===== config.mk =====
export PLATFORM = sky130hd
export DESIGN_NAME = txirq_unit
export DESIGN_NICKNAME = d
export VERILOG_FILES = /design/src/rtl/txirq_pkg.sv /design/src/rtl/txirq_latecol.sv /design/src/rtl/txirq_flag.sv /design/src/rtl/txirq_regport.sv /design/src/rtl/txirq_unit.sv
export SDC_FILE = /design/constraint.sdc
export NUM_CORES = 1
export LEC_CHECK = 0
export ABC_AREA = 1
export BUFFER_PORTS_ARGS = -buffer_cell sky130_fd_sc_hd__buf_2
export CORE_MARGIN = 1.5
export CORE_UTILIZATION = 34
export CTS_BUF_LIST = sky130_fd_sc_hd__clkbuf_8 sky130_fd_sc_hd__clkbuf_16
export DETAILED_ROUTE_END_ITERATION = 7
export PLACE_DENSITY = 0.86
export SLEW_MARGIN = 20
export SYNTH_ARGS = -nofsm -noshare
export SYNTH_HDL_FRONTEND = slang
export SYNTH_HIERARCHICAL = 1
export SYNTH_SLANG_ARGS = --single-unit

===== constraint.sdc =====
create_clock -name clk -period 1.2 [get_ports clk]
set_clock_uncertainty 0.1 [all_clocks]
set_input_delay 0.18 -clock clk [delete_from_list [all_inputs] [get_ports clk]]
set_output_delay 0.18 -clock clk [all_outputs]
set_load 0.02 [all_outputs]

===== src/rtl/txirq_pkg.sv =====
package txirq_pkg;
  // Number of event sources kept as sticky status flags
  localparam int NUM_SRC = 3;
  // Bit positions inside the status/mask words (software decodes these)
  localparam int POS_LATE  = 22;
  localparam int POS_NODSC = 23;
  localparam int POS_BUSER = 24;
  // Index of each source inside the packed internal vector
  localparam int IDX_LATE  = 0;
  localparam int IDX_NODSC = 1;
  localparam int IDX_BUSER = 2;

  typedef enum logic [1:0] {
    SEL_STATUS = 2'd0,
    SEL_MASK   = 2'd1,
    SEL_DEMAND = 2'd2
  } reg_sel_e;
endpackage


===== src/rtl/txirq_latecol.sv =====
module txirq_latecol #(
  parameter int CNT_W      = 11,
  parameter int LATE_LIMIT = 64
) (
  input  logic             ev_collision,
  input  logic             half_duplex,
  input  logic [CNT_W-1:0] frame_bytes,
  output logic             late_evt
);
  localparam logic [CNT_W-1:0] LIMIT_C = CNT_W'(LATE_LIMIT);

  logic past_window;

  always_comb begin
    past_window = (frame_bytes > LIMIT_C);
    late_evt    = ev_collision && half_duplex && past_window;
  end
endmodule


===== src/rtl/txirq_flag.sv =====
module txirq_flag (
  input  logic clk,
  input  logic rst,
  input  logic set_i,
  input  logic clr_i,
  output logic q_o
);
  always_ff @(posedge clk) begin
    if (rst)        q_o <= 1'b0;
    else if (set_i) q_o <= 1'b1;
    else if (clr_i) q_o <= 1'b0;
  end

  AST_SET_WINS: assert property (@(posedge clk) disable iff (rst)
    set_i |=> q_o);
  AST_W1C_CLEARS: assert property (@(posedge clk) disable iff (rst)
    (clr_i && !set_i) |=> !q_o);
  AST_FLAG_HOLDS: assert property (@(posedge clk) disable iff (rst)
    (!clr_i && !set_i) |=> $stable(q_o));
endmodule


===== src/rtl/txirq_regport.sv =====
module txirq_regport
  import txirq_pkg::*;
#(
  parameter int DATA_W = 32,
  parameter int ADDR_W = 2
) (
  input  logic               clk,
  input  logic               rst,
  input  logic [ADDR_W-1:0]  reg_addr,
  input  logic               reg_wr,
  input  logic               reg_rd,
  input  logic [DATA_W-1:0]  reg_wdata,
  input  logic [NUM_SRC-1:0] status_i,
  output logic [NUM_SRC-1:0] mask_o,
  output logic [NUM_SRC-1:0] clr_o,
  output logic               demand_o,
  output logic [DATA_W-1:0]  reg_rdata
);
  logic hit_status, hit_mask, hit_demand;
  logic [NUM_SRC-1:0] wfield;
  logic [DATA_W-1:0]  rd_d;
  logic unused_wdata;

  assign wfield       = reg_wdata[POS_LATE +: NUM_SRC];
  assign unused_wdata = ^{reg_wdata[DATA_W-1:POS_LATE+NUM_SRC], reg_wdata[POS_LATE-1:0]};

  always_comb begin
    hit_status = (reg_addr == ADDR_W'(SEL_STATUS));
    hit_mask   = (reg_addr == ADDR_W'(SEL_MASK));
    hit_demand = (reg_addr == ADDR_W'(SEL_DEMAND));
    clr_o      = (reg_wr && hit_status) ? wfield : '0;
    demand_o   = reg_wr && hit_demand;
  end

  always_comb begin
    rd_d = '0;
    if (hit_status)    rd_d[POS_LATE +: NUM_SRC] = status_i;
    else if (hit_mask) rd_d[POS_LATE +: NUM_SRC] = mask_o;
  end

  always_ff @(posedge clk) begin
    if (rst) begin
      mask_o    <= '0;
      reg_rdata <= '0;
    end else begin
      if (reg_wr && hit_mask) mask_o <= wfield;
      if (reg_rd)             reg_rdata <= rd_d;
    end
  end

  AST_RSV_ZERO: assert property (@(posedge clk) disable iff (rst)
    reg_rd |=> (reg_rdata[DATA_W-1:POS_LATE+NUM_SRC] == '0));
  AST_MASK_KEEP: assert property (@(posedge clk) disable iff (rst)
    !(reg_wr && hit_mask) |=> $stable(mask_o));
endmodule


===== src/rtl/txirq_unit.sv =====
module txirq_unit
  import txirq_pkg::*;
#(
  parameter int DATA_W     = 32,
  parameter int ADDR_W     = 2,
  parameter int CNT_W      = 11,
  parameter int LATE_LIMIT = 64
) (
  input  logic              clk,
  input  logic              rst,
  input  logic              ev_bus_err,
  input  logic              ev_no_desc,
  input  logic              ev_collision,
  input  logic              half_duplex,
  input  logic [CNT_W-1:0]  frame_bytes,
  input  logic [ADDR_W-1:0] reg_addr,
  input  logic              reg_wr,
  input  logic              reg_rd,
  input  logic [DATA_W-1:0] reg_wdata,
  output logic [DATA_W-1:0] reg_rdata,
  output logic              tx_irq,
  output logic              dma_halt
);
  logic               late_evt;
  logic [NUM_SRC-1:0] set_vec, clr_vec, stat_q, mask_q;
  logic               demand;

  txirq_latecol #(.CNT_W(CNT_W), .LATE_LIMIT(LATE_LIMIT)) u_late (
    .ev_collision(ev_collision),
    .half_duplex (half_duplex),
    .frame_bytes (frame_bytes),
    .late_evt    (late_evt)
  );

  always_comb begin
    set_vec            = '0;
    set_vec[IDX_LATE]  = late_evt;
    set_vec[IDX_NODSC] = ev_no_desc;
    set_vec[IDX_BUSER] = ev_bus_err;
  end

  for (genvar g = 0; g < NUM_SRC; g++) begin : g_flag
    txirq_flag u_flag (
      .clk  (clk),
      .rst  (rst),
      .set_i(set_vec[g]),
      .clr_i(clr_vec[g]),
      .q_o  (stat_q[g])
    );
  end

  txirq_regport #(.DATA_W(DATA_W), .ADDR_W(ADDR_W)) u_regs (
    .clk      (clk),
    .rst      (rst),
    .reg_addr (reg_addr),
    .reg_wr   (reg_wr),
    .reg_rd   (reg_rd),
    .reg_wdata(reg_wdata),
    .status_i (stat_q),
    .mask_o   (mask_q),
    .clr_o    (clr_vec),
    .demand_o (demand),
    .reg_rdata(reg_rdata)
  );

  // Halt latch: a new descriptor-unavailable event takes precedence over a
  // start demand arriving in the same cycle.
  always_ff @(posedge clk) begin
    if (rst)             dma_halt <= 1'b0;
    else if (ev_no_desc) dma_halt <= 1'b1;
    else if (demand)     dma_halt <= 1'b0;
  end

  always_ff @(posedge clk) begin
    if (rst) tx_irq <= 1'b0;
    else     tx_irq <= |(stat_q & mask_q);
  end

  AST_BUSERR_SETS: assert property (@(posedge clk) disable iff (rst)
    ev_bus_err |=> stat_q[IDX_BUSER]);
  AST_HALT_RAISE: assert property (@(posedge clk) disable iff (rst)
    ev_no_desc |=> (dma_halt && stat_q[IDX_NODSC]));
  AST_HALT_HOLD: assert property (@(posedge clk) disable iff (rst)
    (dma_halt && !(reg_wr && reg_addr == ADDR_W'(SEL_DEMAND))) |=> dma_halt);
  AST_EARLY_COL: assert property (@(posedge clk) disable iff (rst)
    (ev_collision && frame_bytes <= CNT_W'(LATE_LIMIT) && !stat_q[IDX_LATE]) |=> !stat_q[IDX_LATE]);
  AST_FULL_DUPLEX: assert property (@(posedge clk) disable iff (rst)
    (ev_collision && !half_duplex && !stat_q[IDX_LATE]) |=> !stat_q[IDX_LATE]);
  AST_IRQ_MASKED: assert property (@(posedge clk) disable iff (rst)
    ($past(mask_q) == '0) |-> !tx_irq);
endmodule


# Word-level counts from Yosys, hierarchy flattened
# Cells that the tools add are included.
# Widths: inputs -> output; s select.
# word_totals
reg_bits	11
latchBits	0
mem_bits_rw	0
mem_bits_ro	0
n_memories	0
# classes
addsub	0
n_mul	0
n_div	0
magnitude_cmp	1
eq_ne	2
shifts	0
muxes	11
bitwise	1
reduce_logical	11
# ops
op	n
$gt 11x7->1 const B	1
$mux 3	3
$mux 1	8
$reduce_bool 2->1	4
$logic_and 1x1->1	5
$and 3x3->3	1
$reduce_or 3->1	1
$eq 2x1->1 const B	1
$eq 2x2->1 const B	1
$logic_not 2->1	1

# Logic depth before layout (Yosys ltp)
# Gate-level depths: netlist of the first run.
# logic_depth
ltp_word	5
ltp_mapped	7

# Hierarchy
# Netlist of the first run, hierarchy kept.
# modules_own_cells
mod	n_inst	cells_per_inst	area_per_inst_um2	seq_area_each_um2
txirq_regport	1	79	539.3	120.1
txirq_flag	3	5	40.0	20.0
txirq_unit	1	12	80.1	40.0
txirq_latecol	1	11	50.0	0.0

# Worst setup path after synthesis of the first run
# No wires, ideal clock.
# synth_path
path_kind	input to register
from	input port reg_addr[0]
to	register g_flag[0].u_flag.q_o
setup_ns	0.114
arrival_time_ns	0.719
t_required_ns	0.986
slack_ns	0.267
path_stages	7
cell_sequence	buf_4 > nor2_4 > nand2_1 > nor2_1 > inv_1 > nand2_1 > a21oi_2
# synth_via
elab_chain_len	4
# synth_rtl
item	line	rtl
start, declared	txirq_unit.sv:16	input logic [ADDR_W-1:0] reg_addr,
$logic_not 2->1	txirq_regport.sv:28	hit_status = (reg_addr == ADDR_W'(SEL_STATUS));
$logic_and 1x1->1	txirq_regport.sv:31	clr_o = (reg_wr && hit_status) ? wfield : '0;
$mux 3	txirq_regport.sv:31	
net clr_vec[0]	txirq_unit.sv:25	logic [NUM_SRC-1:0] set_vec, clr_vec, stat_q, mask_q;
$reduce_bool 2->1 (no source line)	n/a	
end signal, assigned	txirq_flag.sv:9	if (rst) q_o <= 1'b0;
end signal, assigned	txirq_flag.sv:10	else if (set_i) q_o <= 1'b1;
end signal, assigned	txirq_flag.sv:11	else if (clr_i) q_o <= 1'b0;
end, declared	txirq_flag.sv:6	output logic q_o
# The timed path passes the listed nets, and every way through them passes these cells.
# A chain may end at the register's enable or synchronous reset.

# Final worst setup path of the first run
# layout_path
from	register u_regs.reg_rdata[22]
to	output port reg_rdata[22]
# layout_rtl
item	line	rtl
start, declared	txirq_regport.sv:17	output logic [DATA_W-1:0] reg_rdata
start signal, assigned	txirq_regport.sv:47	if (reg_rd) reg_rdata <= rd_d;
end, declared	txirq_unit.sv:20	output logic [DATA_W-1:0] reg_rdata,
# No word-level cell between the ends.

==> results of run 1 <==
==> cell families (layout without fill, tap and decap cells) <==
kind of cell           Yosys count  after routing
AO/OA/AOI/OAI                    8              8
other                            1             29
buffers and inverters           47             49
AND/OR/NAND/NOR                 50             50
flip-flops                      11             11
==> state kept, by name, summed over array words and instances, names as in the netlist <==
name	cells
u_regs/reg_rdata	3
g_flag.u_flag/q_o	3
dma_halt	1
tx_irq	1
u_regs/mask_o	3
==> layout make-up <==
class / instances / area share [%]
clock inverters: 1 / 0.422
well taps: 28 / 3.94
multi-input cells: 87 / 43.3
inverters: 17 / 7.17
repair buffers: 28 / 15.8
clock buffers: 3 / 4.64
flip-flops and latches: 11 / 24.8
==> cell usage after synthesis <==
library cell | number | area [um2]
buf_4 | 30 | 225
nand2_1 | 21 | 78.8
inv_1 | 16 | 60.1
nor2_1 | 15 | 56.3
dfxtp_1 | 11 | 220
nand3_1 | 8 | 40.0
a21oi_1 | 4 | 20.0
a21oi_2 | 4 | 35.0
nand4_1 | 3 | 18.8
conb_1 | 1 | 3.75
inv_2 | 1 | 3.75
nand3_2 | 1 | 10.0
nor2_2 | 1 | 6.26
nor2_4 | 1 | 11.3
==> power by group <==
part	switching, mW	internal (mW)
registers	0.0119	0.386
logic	0.160	0.0606
clock network	0.131	0.224
==> metal layers <==
metal  routed length (um)  share of wire, %  track usage, %  vias to the layer above
met5                    0                 0               0                        -
met4                    0                 0            5.41                        0
met3                  175                12            2.63                        0
met2                  709                50            19.7                       55
met1                  533                38            13.5                      295
li1                     -                 -               -                      356
==> how the worst max path moves through the flow <==
stage,endpoint,startpoint
global placement,g_flag[2].u_flag/q_o,reg_addr[0]
CTS,reg_rdata[22],u_regs/reg_rdata[22]
global route,dma_halt,dma_halt
finish,reg_rdata[22],u_regs/reg_rdata[22]
detailed placement,g_flag[2].u_flag/q_o,reg_addr[0]
floorplan,g_flag[0].u_flag/q_o,reg_addr[0]
==> per-stage QoR <==
stage	hold slack (ns)	worst slack (ns)	instance area [um2]
floorplan	0.142	0.267	895
global placement	0.308	0.157	845
detailed placement	0.319	0.146	845
CTS	0.0747	0.194	890
global route	0.107	0.172	890
finish	0.0712	0.205	890
==> summary.txt, run 1 <==
Die
  – I/O pin cnt: 87
  – Core Rows: 17
  – Initial Util: ~36%
  – Core area: roughly 0.0022 mm2
  – Die width: ~50 um
  – Die area: around 0.0026 mm2
  – DIE HEIGHT: a little over 50 um

Detailed routing
  – WL per Instance: 8.10 um
  – First-pass iteration count of the detailed router: 6
  – Routed WL: ~1400 um
  – Via count: about 710
  – DRC errors left: 0
  – Vias/cell: 4.03
  – Antenna-violating nets left: 0
  – Initial DRC count: 9

Setup path
  – RR Endpoint: u_regs/reg_rdata[24]
  – Highest net fanout along the worst path: 2
  – CP top delay family: flip-flops
  – Arrival @ worst endpoint: around 0.7 ns
  – Critical-path cell list: buf_2
  – Slowest stage cell, crit path: dfxtp_1
  – Worst r2r src: u_regs/mask_o[2]
  – R2R Setup Slk: 0.42 ns
  – Slowest stage delay, CP: about 0.32 ns
  – Worst reg2reg path depth: 4
  – Critical Path Source Type: flop
  – Worst path bufs/invs: 1
  – Worst EP required: ~0.92 ns
  – Crit path capture type: output pin
  – Crit path depth: 1
  – CP Class: reg2out

Final layout
  – Fillers: around 250
  – Commonest non-fill, non-tap cell in the layout: conb_1
  – Layout cells sized above 1: between 20% and 30%
  – Total area of sequential cells: around 220 um2
  – Final net count: approximately 200
  – Area of the multi-input gates: between 300 and 400 um2
  – Commonest non-fill, non-tap cells in the layout: conb_1, buf_2, nand2_1, inv_1, nor2_1
  – Post-layout util: about two fifths
  – Cell Count, Final, Fillers Out: between 150 and 200
  – Diode count: 0
  – Area delta synth->final: 12.7%

Global route
  – First-pass GRT wire length: 2290 um
  – Largest net degree at the start of global routing: 12
  – Global route overflow: 0
  – Total track usage: 11.5%
  – Vias in the first global route: 589
  – Initial antenna violation count: 0

Min path
  – Hold Path Origin: ev_no_desc
  – Worst hold path type: in2reg
  – Hold worst-path end: dma_halt
  – Worst hold path cell count: 3

Clocking
  – Clk_lat worst skew: approximately 0.23 ns
  – Htree depth: 1
  – # resized after CTS: 0
  – CTS tree: built
  – Clk sink count: 11
  – Worst-path clk slew: about 0.050 ns
  – Post-CTS Setup Bufs: 0
  – Total CTS buffers: 3
  – Max Buffers Root-to-Sink: 2
  – CTS root buffer: clkbuf_8
  – Hold Buf Count CTS: 0

Synthesis
  – Distinct cells, synth: 14
  – Synth Area in Simple Gates: 28.1%
  – Xor and xnor area share after synthesis: 0%
  – Synth Area in Adders: 0%
  – Largest family of logic cells by synthesized area: buffers and inverters
  – Synth Cell Area: between 700 and 800 um2
  – Cells after Synth: 117
  – Yosys reg bits: 11
  – Synth warn: 6
  – Sequential cell area fraction in the yosys report: 27.9%
  – Mux contribution to synthesized area: 0%
  – Post-Syn Area per Cell: a little under 7 um2
  – Post-synthesis compound-gate area fraction: 6.97%

Place
  – GPL Wtd Cong: about 0.83
  – Post-DP HPWL: 1110 um
  – Port Buffers: 28
  – Inst Count DP: 171

Timing
  – Final min period: 0.995 ns
  – RSZ-0062 raised after global routing: false
  – FMAX: about 1000 MHz
  – Sum Neg Setup Slack: 0 ns
  – Crit share post-route: 82.9%
  – Final slew viol count: 0
  – Final hold vios: 0
  – Setup violation total in the final timing report: 0

Outcome
  – Status: finished clean

Pwr
  – Peak VDD IR: approximately 0.44 mV
  – Pwr Total: ~970 uW
  – Static Leakage: 0.508 nW
  – PwrDens: between 1000 and 1500 mW/mm2

Flow run
  – Maxcap violations: 0
No activity file was read; power rests on OpenSTA's default activity.
==> run 2: changes to the inputs <==
Settings changed: CORE_UTILIZATION 34 to 30, PLACE_DENSITY 0.86 to 0.81.
Clock period 1.2 ns to 0.9 ns, I/O delays scaled along.
==> summary.txt, run 2 (synthesis results as in run 1) <==
Outcome
  – Status: finished, violations left
  – Violated checks: negative setup slack

Global route
  – Largest net degree at the start of global routing: 12 (unchanged)
  – Initial antenna violation count: 0 (unchanged)
  – First-pass GRT wire length: 2080 um (-9.3%)
  – Global route overflow: 0 (unchanged)
  – Total track usage: 9.62% (-1.9 points)
  – Vias in the first global route: 542 (-8.0%)

Place
  – Post-DP Area: 862 um2 (+2.1%)
  – Inst Count DP: 175 (+2.3%)
  – Post-DP HPWL: 1120 um (+0.86%)
  – Port Buffers: 28 (unchanged)
  – GPL Wtd Cong: 0.724 (-13%)

Pwr
  – Peak VDD IR: 0.684 mV (+56%)
  – Static Leakage: 0.531 nW (+4.5%)
  – PwrDens: 1400 mW/mm2 (+27%)

Setup path
  – Slowest stage cell, crit path: dfxtp_2
  – Worst EP required: 0.66 ns (-0.26 ns)
  – Arrival @ worst endpoint: 0.68 ns (-0.04 ns)
  – Critical Path Source Type: flop
  – Slowest stage delay, CP: 0.32 ns (about the same)
  – CP Class: reg2out
  – CP top delay family: flip-flops
  – Highest net fanout along the worst path: 2 (unchanged)
  – Worst path bufs/invs: 1 (unchanged)
  – Crit path capture type: output pin
  – Critical-path cell list: buf_6

Timing
  – Final slew viol count: 0 (unchanged)
  – Final setup margin: -0.0158 ns (-0.220 ns)
  – Crit share post-route: 102%
  – Final hold vios: 0 (unchanged)
  – FMAX: 1090 MHz
  – RSZ-0062 raised after global routing: true
  – Setup violation total in the final timing report: 5 (+5)
  – Final min period: about 0.92 ns

Die
  – DIE HEIGHT: 54.3 um (+6.1%)
  – Die area: 0.00295 mm2 (+13%)
  – Core Rows: 18 (+1)
  – Initial Util: 31.9% (-3.8 points)
  – Core area: 0.00248 mm2 (+12%)
  – Die width: 54.3 um (+6.1%)
  – I/O pin cnt: 87 (unchanged)

Clocking
  – Worst-path clk slew: 0.05 ns (about the same)
  – Hold Buf Count CTS: 0 (unchanged)
  – Clk sink count: 11 (unchanged)
  – CTS tree: built
  – Total CTS buffers: 3 (unchanged)
  – CTS root buffer: clkbuf_8
  – Clk_lat worst skew: 0.24 ns (about the same)
  – Htree depth: 1 (unchanged)
  – Max Buffers Root-to-Sink: 2 (unchanged)

Final layout
  – Diode count: 0 (unchanged)
  – Area delta synth->final: 21.9%
  – Cell Count, Final, Fillers Out: 180 (+2.9%)
  – Layout cells sized above 1: 32.7% (+6.1 points)
  – Fillers: 272 (+7.9%)
  – Commonest non-fill, non-tap cells in the layout: conb_1, buf_2, nand2_1, inv_1, nor2_1
  – Commonest non-fill, non-tap cell in the layout: conb_1
  – Biggest regs: g_flag.u_flag/q_o (3), u_regs/mask_o (3), u_regs/reg_rdata (3)
  – Finished layout cell area: 962 um2 (+8.2%)
  – Final net count: 204 (+1.5%)

Detailed routing
  – Via count: 717 (+1.6%)
  – Routed WL: 1400 um (-1.4%)
  – First-pass iteration count of the detailed router: 4 (-2)
  – Vias/cell: 3.98 (-1.3%)
  – Antenna-violating nets left: 0 (unchanged)
  – WL per Instance: 7.77 um (-4.1%)
  – Initial DRC count: 9 (unchanged)
  – DRC errors left: 0 (unchanged)

Flow run
  – Maxcap violations: 0 (unchanged)

Min path
  – Worst hold path type: in2reg
==> run 2: cell count changes in the layout (fill, tap and decap cells not counted), sizes merged <==
cell	change
buf	+3
==> run 2: stage by stage <==
| step | power [mW] | setup TNS [ns] | hold WS (ns) | worst slack [ns] | utilization [%] |
|---|---|---|---|---|---|
| 2_1_floorplan | 0.838 | 0 | 0.0974 | 0.0120 | - |
| 3_3_place_gp | 0.833 | -0.0429 | 0.264 | -0.0207 | 34.8 |
| 3_5_place_dp | 0.837 | -0.0777 | 0.273 | -0.0286 | 34.8 |
| 4_1_cts | 1.35 | -0.107 | 0.0202 | -0.0263 | 38.4 |
| 5_1_grt | 1.41 | -0.177 | 0.0301 | -0.0454 | 38.8 |
| 6_report | 1.34 | -0.0658 | 0.0202 | -0.0158 | 38.8 |
==> run 2: cell type report <==
class	instances	area, um2	share of cell area, %
clock buffer	3	41.3	4.29
clock inverter	1	3.75	0.390
inverter	17	63.8	6.63
multi-input combinational	87	395	41.1
sequential	11	226	23.5
tap	30	37.5	3.90
timing repair buffer	31	194	20.2
==> run 2: worst paths after layout <==
check | depth (start not counted) | endpoint | slack (ns) | start
worst max register to register | 5 | u_regs/reg_rdata[22] | 0.06 | u_regs/reg_rdata[22]
worst min register to register | 2 | dma_halt | 0.39 | dma_halt
worst max-delay path | 1 | dma_halt | -0.02 | dma_halt
worst min-delay path | 3 | dma_halt | 0.02 | ev_no_desc
==> run 2: where the power goes <==
group / internal [mW] / switching (mW)
Clock: 0.299 / 0.186
Combinational: 0.105 / 0.217
Sequential: 0.517 / 0.0183
Total: 0.921 / 0.421
==> run 2: layer usage <==
layer | vias to the layer above | part of all wire (%) | global-route usage, %
met3 | 3 | 9.7 | 1.64
met5 | - | 0 | 0
met1 | 312 | 38 | 9.93
li1 | 363 | - | -
met4 | 0 | 2.1 | 6.25
met2 | 39 | 50 | 17.7
==> run 2: timing repair <==
| item | in CTS | in global routing |
|---|---|---|
| gates cloned | 0 | 0 |
| pin swaps | 0 | 2 |
| buffers inserted | 1 | 0 |
| resized for setup | 15 | 3 |
| setup endpoints to repair | 5 | 6 |
